==> src/rtl/raster_timing_gen.sv <==
module raster_timing_gen #(
  parameter int HW = 12,
  parameter int VW = 11,
  parameter int AW = 3
) (
  input  logic          clk,
  input  logic          rst_n,
  input  logic          wr_en,
  input  logic [AW-1:0] wr_addr,
  input  logic [31:0]   wr_data,
  output logic          hsync,
  output logic          vsync,
  output logic          de,
  output logic          pclk_inv,
  output logic          line_irq,
  output logic [HW-1:0] pix_x,
  output logic [VW-1:0] pix_y
);
  localparam int HLSB = 16;
  localparam logic [AW-1:0] A_CTRL = AW'(4);
  localparam logic [AW-1:0] A_RLD  = AW'(5);
  localparam logic [AW-1:0] A_LINE = AW'(6);

  logic [HW-1:0] ph [4];
  logic [HW-1:0] ah [4];
  logic [VW-1:0] pv [4];
  logic [VW-1:0] av [4];
  logic [VW-1:0] plin, alin;
  logic en, hs_hi, vs_hi, de_hi, pinv;
  logic rld_imm, rld_vbr;
  logic [HW-1:0] hcnt;
  logic [VW-1:0] vcnt;

  logic h_wrap, v_wrap, at_blank, copy;
  assign h_wrap   = hcnt >= ah[3];
  assign v_wrap   = vcnt >= av[3];
  assign at_blank = en && h_wrap && (vcnt == av[2]);
  assign copy     = rld_imm || (rld_vbr && at_blank);

  always_ff @(posedge clk or negedge rst_n) begin
    if (!rst_n) begin
      for (int i = 0; i < 4; i++) begin
        ph[i] <= '0; ah[i] <= '0; pv[i] <= '0; av[i] <= '0;
      end
      plin <= '0; alin <= '0;
      en <= 1'b0; hs_hi <= 1'b0; vs_hi <= 1'b0; de_hi <= 1'b0; pinv <= 1'b0;
      rld_imm <= 1'b0; rld_vbr <= 1'b0;
      hcnt <= '0; vcnt <= '0;
    end else begin
      if (copy) begin
        for (int i = 0; i < 4; i++) begin
          ah[i] <= ph[i];
          av[i] <= pv[i];
        end
        alin    <= plin;
        rld_imm <= 1'b0;
        rld_vbr <= 1'b0;
      end
      if (wr_en) begin
        if (wr_addr < A_CTRL) begin
          ph[wr_addr[1:0]] <= wr_data[HLSB +: HW];
          pv[wr_addr[1:0]] <= wr_data[0 +: VW];
        end else if (wr_addr == A_CTRL) begin
          en    <= wr_data[0];
          pinv  <= wr_data[28];
          de_hi <= wr_data[29];
          vs_hi <= wr_data[30];
          hs_hi <= wr_data[31];
        end else if (wr_addr == A_RLD) begin
          if (wr_data[0]) rld_imm <= 1'b1;
          if (wr_data[1]) rld_vbr <= 1'b1;
        end else if (wr_addr == A_LINE) begin
          plin <= wr_data[0 +: VW];
        end
      end
      if (!en) begin
        hcnt <= '0;
        vcnt <= '0;
      end else if (h_wrap) begin
        hcnt <= '0;
        vcnt <= v_wrap ? '0 : vcnt + 1'b1;
      end else begin
        hcnt <= hcnt + 1'b1;
      end
    end
  end

  logic hs_on, vs_on, de_on;
  assign hs_on = en && (hcnt <= ah[0]);
  assign vs_on = en && (vcnt <= av[0]);
  assign de_on = en && (hcnt > ah[1]) && (hcnt <= ah[2])
                    && (vcnt > av[1]) && (vcnt <= av[2]);

  assign hsync    = hs_hi ? hs_on : !hs_on;
  assign vsync    = vs_hi ? vs_on : !vs_on;
  assign de       = de_hi ? de_on : !de_on;
  assign pclk_inv = pinv;
  assign line_irq = en && (hcnt == '0) && (vcnt == alin);
  assign pix_x    = hcnt;
  assign pix_y    = vcnt;
endmodule


==> config.mk <==
export PLATFORM = sky130hd
export DESIGN_NAME = raster_timing_gen
export DESIGN_NICKNAME = d
export VERILOG_FILES = /design/src/rtl/raster_timing_gen.sv
export SDC_FILE = /design/constraint.sdc
export NUM_CORES = 1
export LEC_CHECK = 0
export ABC_AREA = 1
export BUFFER_PORTS_ARGS = -buffer_cell sky130_fd_sc_hd__buf_2
export CORE_UTILIZATION = 55
export CTS_CLUSTER_DIAMETER = 80
export CTS_CLUSTER_SIZE = 14
export DETAILED_ROUTE_END_ITERATION = 10
export GPL_ROUTABILITY_DRIVEN = 0
export PLACE_DENSITY_LB_ADDON = 0.2
export SYNTH_ARGS = -nofsm -noshare
export SYNTH_HDL_FRONTEND = slang
export SYNTH_SLANG_ARGS = --single-unit
==> constraint.sdc <==
create_clock -name clk -period 4.69 [get_ports clk]
set_clock_uncertainty 0.2 [all_clocks]
set_input_delay 0.469 -clock clk [delete_from_list [all_inputs] [get_ports clk]]
set_output_delay 0.469 -clock clk [all_outputs]
set_load 0.05 [all_outputs]
After elaboration in Yosys (flattened, before gate mapping):

Index checks and enable logic that the tools add are counted.

* add/sub/neg operators: 2
* reductions and logical operators: 20
* mux-type cells: 26
* order comparisons: 11
* bitwise logic cells: 4
* equality and inequality tests: 6

Operators with widths (count)
* 48-bit bitwise mux: 1
* 44-bit bitwise mux: 1
* 11-bit 2-to-1 mux: 4
* 12-bit 2-to-1 mux: 3
* 12-bit demux with 2-bit select: 1
* 12-bit less-or-equal comparator: 2
* 11-bit demux with 2-bit select: 1
* 11-bit == test: 2
* 11-bit less-or-equal comparator: 2
* 1-bit 2-to-1 mux: 15
* 12-bit by 1-bit adder with 12-bit output, second input constant: 1
* 12-bit >= comparator: 1
* 12-bit greater-than comparator: 1
* 1-bit logical AND: 12
* 12-bit logical NOT: 1
* 11-bit by 1-bit adder with 11-bit output, second input constant: 1
* 11-bit >= comparator: 1
* 11-bit greater-than comparator: 1
* 3-bit == test, second input constant: 3
* 5-bit AND reduction: 1
* 3-bit >= comparator, second input constant: 1
* 1-bit logical NOT: 3
* 3-bit by 1-bit less-than comparator with 1-bit output, second input constant: 1
* 3-bit less-than comparator, second input constant: 1
* other kinds (6): 8

* flip-flop bits (word level): 236
* input bits: 38
* logic and storage cells: 96
* output and inout bits: 28

Longest topological paths before layout:

* depth after elaboration: 11
* mapped depth: 14
* mapped depth without buffers: 13

Least setup slack after synthesis:

OpenSTA, ideal clock, no wires.

* path kind: flip-flop to output port
* from: reg hcnt[9] (netlist: pix_x[9])
* to: out hsync
* buffers on the path: 0
* data arrival time: 2.345 ns
* cell stages (with the launch flop): 9
* path slack: 1.676 ns
* data required time: 4.021 ns
* path through: dfrtp_1 > ha_1 > a21oi_1 > nor2_1 > nor3_1 > nand3_1 > nand2_1 > nand2_1 > xor2_1

* cells in the longest elaborated chain, start to end: 4

Ends and longest elaborated chain
* start: declaration: RTL line 31 `logic [HW-1:0] hcnt;`
* start signal: assignment: RTL line 83 `hcnt <= hcnt + 1'b1;`
* 12-bit less-or-equal comparator *: RTL line 89 `assign hs_on = en && (hcnt <= ah[0]);`
* 1-bit logical AND *: RTL line 89
* 1-bit logical NOT: RTL line 94 `assign hsync = hs_hi ? hs_on : !hs_on;`
* 1-bit 2-to-1 mux *: RTL line 94
* end: declaration: RTL line 11 `output logic hsync,`

Every way passes the cells marked *; elsewhere a longest branch is shown, timed or not.

Worst setup path in the final report:

* from: reg hcnt[9] (netlist: pix_x[9])
* to: reg av[35] (netlist name)

* cells in the longest elaborated chain, start to end: 5

Ends and longest elaborated chain
* 12-bit >= comparator: RTL line 35 `assign h_wrap = hcnt >= ah[3];`
* 1-bit logical AND (2 in a row): RTL line 37 `assign at_blank = en && h_wrap && (vcnt == av[2]);`
* 1-bit logical AND: RTL line 38 `assign copy = rld_imm || (rld_vbr && at_blank);`
* 1-bit logical OR: RTL line 38
* end signal: indexed assignment: RTL line 53 `av[i] <= pv[i];`
* end: declaration: RTL line 27 `logic [VW-1:0] av [4];`

No other way between the ends.
A chain may end at the register's enable or synchronous reset.

==> summary.txt <==
Floorplanning
  – Die Height: 149 µm
  – Initial Util: 0.562
  – Top Ports: 66
  – Core Footprint: between 20000 and 25000 µm²
  – Die Area: between 20000 and 25000 µm²
  – DIE WIDTH: 149 µm
  – Row count: 53

Finish
  – Post-layout util: 0.613
  – N_diodes: 0
  – Multi-input logic area: 5080 µm²
  – Area Overhead vs Synth: 9.04%
  – Sequential cell area: 5910 µm²
  – Fill cells: around 1900
  – Final #Nets: 1577
  – Layout cells sized above 1: 0.0706

Timing
  – RSZ-0062 raised after global routing: no
  – Setup TNS: 0 ns
  – Setup-failing EPs final: 0
  – Period Utilization, post-route: 0.815
  – Fin. max-slew vios: 0
  – Final hold viol count: 0
  – Final Critical Period: 3.82 ns
  – Max-slew headroom: 0.345
  – Fmax: 262 MHz
  – Worst Max-Slew Pin Slew: slightly below 1 ns

CTS
  – Sink Count: 236
  – Hold Buf Count CTS: 3
  – CTS root buffer: clkbuf_16
  – Clock Latency Late Sink: 0.52 ns
  – Maximum root-to-sink buffer count: 3
  – Post_cts resized: 0
  – Clock slew at reported path FFs: about 0.07 ns
  – TritonCTS clock tree: done
  – Post-CTS setup buffer count: 0
  – H-tree levels: 1
  – TritonCTS buffer count: 20

Drt
  – Detail Route Antenna Nets: 0
  – Total Wirelength: 27900 µm
  – Vias per inst: 5.42
  – Residual DRC: 0
  – Iteration-0 DRC Markers: 694
  – Wire length per cell: 16.2 µm
  – Overall via count from detail_route: 9322
  – DR pass1 iterations: 5

Setup path
  – Crit-path leading delay family: simple AND/OR/NAND/NOR gates
  – Critical path type: reg2reg
  – Setup crit end kind: register
  – Worst Path Required: 4.94 ns
  – R2r worst-path depth: 10
  – Buf+Inv Stages, Crit Path: 1
  – Crit Path Max Fanout: 76
  – CP Depth: 10
  – Cell mode on critical path: nand2_1
  – Worst path max stage delay: a little under 0.7 ns
  – Slowest stage cell, crit path: buf_4
  – Critical path arrival: 4.07 ns
  – Worst Setup Start Kind: register
  – CP cell instances: ha_1 -> nand4_1 -> nor3_1 -> nand2_1 -> nand2_1 -> nand3_4 -> nand2_4 -> buf_4 -> nand2_1 -> nand2_1

Global routing
  – GRT Total Usage: 0.265
  – Grt ovf: 0
  – Initial antenna violation count: 0
  – Pin count of the biggest net entering global routing: 102
  – Vias in the first global route: 8778
  – Global-route wire length before repair: 45900 µm

Logic synthesis
  – Count leader, synth: nand2_1
  – Ranking of synthesized cells by area: dfrtp_1, nand2_1, ha_1
  – Mean Syn Cell Area: about 8.5 µm²
  – Register area share after synthesis: 0.498
  – Post-synth EDFFs: 0
  – Count of different cell masters after synthesis: 33
  – Yosys warns: 0
  – Synth Flop Type: dfrtp_1
  – Post-Syn Area: about 12000 µm²
  – Flop and latch count out of synthesis: 236
  – Post-synth top area cell: dfrtp_1
  – Top post-synthesis cells by count: nand2_1, dfrtp_1, inv_1, o21ai_0, nand3_1
  – Syn Inst Count: between 1000 and 1500
  – Synth top area share: 0.498
  – Syn Nets: around 1500
  – Post-synth ARST share: 1.00

Worst hold path
  – Hold Crit Depth: 2
  – Hold Crit Class: in2reg

Power and ir drop
  – Pwr Density: 457 nW/µm²
  – Leakage power: 6.96 nW
  – Max VDD drop: 0.000237 V
  – Power, Total: a little under 6 mW

Placed design
  – I/O Buffers: 60
  – HPWL Detailed: 18500 µm

Outcome
  – Run status: finished clean

Job
  – Max_cap viols: 0
kinds of logic (layout without fill, tap and decap cells):
family / count (synthesis) / count (layout) / share of synthesized area
simple gates: 651 / 651 / 0.229
flops: 236 / 236 / 0.498
buf+inv: 215 / 259 / 0.0746
compound gates: 178 / 178 / 0.0781
fa+ha+maj: 95 / 95 / 0.100
xor+xnor: 23 / 23 / 0.0170
mux: 3 / 3 / 0.00285
power breakdown:
part	switching (mW)	internal, mW
logic	0.997	0.603
clock network	0.707	0.794
registers	0.290	2.52
metal layers:
layer,up-vias,global-route usage,share of wire
met3,39,0.0376,0.067
met5,-,0,0
met1,4448,0.404,0.48
met4,0,0.0653,0.019
met2,250,0.396,0.43
li1,4585,-,-
flip-flops by register name (all words and copies together) (netlist names):
| signal | flops |
|---|---|
| ah | 48 |
| ph | 48 |
| av | 44 |
| pv | 44 |
| pix_x | 12 |
| alin | 11 |
| pix_y | 11 |
| plin | 11 |
| de_hi | 1 |
| en | 1 |
| hs_hi | 1 |
| pclk_inv | 1 |
| rld_imm | 1 |
| rld_vbr | 1 |
| vs_hi | 1 |
layout by cell type, fill, tap and decap left out:
| master | Yosys | layout |
|---|---|---|
| buf_12 | 0 | 2 |
| nor3_1 | 13 | 13 |
| inv_1 | 157 | 157 |
| nand4_1 | 21 | 21 |
| a21oi_1 | 38 | 38 |
| nand3b_1 | 6 | 6 |
| xnor2_1 | 3 | 3 |
| inv_2 | 0 | 1 |
| nor4b_1 | 1 | 1 |
| or2_1 | 1 | 1 |
| a21o_1 | 3 | 3 |
| mux2_2 | 3 | 3 |
| nand3_1 | 125 | 125 |
| clkbuf_16 | 0 | 21 |
| buf_2 | 11 | 59 |
| buf_4 | 1 | 12 |
| o22ai_1 | 2 | 2 |
| o21a_1 | 3 | 3 |
| clkbuf_1 | 36 | 2 |
| clkinv_1 | 2 | 1 |
| o21ai_0 | 126 | 126 |
| buf_8 | 0 | 1 |
| o211ai_1 | 1 | 1 |
| o21bai_1 | 2 | 2 |
| a221oi_1 | 2 | 2 |
| a21boi_0 | 1 | 1 |
| nor2_1 | 46 | 46 |
| dlygate4sd3_1 | 0 | 3 |
| xor2_1 | 20 | 20 |
| nand2_1 | 431 | 431 |
| nand3_4 | 0 | 1 |
| nor4_1 | 3 | 3 |
| ha_1 | 95 | 95 |
| nor2_2 | 1 | 1 |
| dfrtp_1 | 236 | 236 |
| and2_1 | 1 | 1 |
| nand2_4 | 0 | 1 |
worst paths after layout:
path,slack [ns],endpoint,start
max,0.87,av[35],pix_x[9]
min,0.01,hs_hi,wr_data[31]
max reg2reg,0.87,av[35],pix_x[9]
min reg2reg,0.27,ah[27],ph[27]
max in group asynchronous,2.75,ph[37],rst_n
min in group asynchronous,0.36,vs_hi,rst_n
per-stage QoR:
stage / setup slack [ns] / hold WS [ns] / cells / cell area [µm²]
6_report: 0.867 / 0.00968 / 1720 / 12900
5_1_grt: 0.612 / 0.0146 / 1720 / 12900
4_1_cts: 0.898 / 0.000510 / 1720 / 12900
3_5_place_dp: 0.889 / 0.253 / 1694 / 12400
3_3_place_gp: 0.957 / 0.250 / 1694 / 12400
2_1_floorplan: 1.68 / -0.0266 / 1401 / 11900
layout make-up:
class                      instances  share of cell area
inverter                         159              0.0461
timing repair buffer              77              0.0364
multi-input combinational        950               0.393
sequential                       236               0.457
clock buffer                      23              0.0412
tap                              275              0.0266
Note: power is estimated with default switching activity, not from simulation.
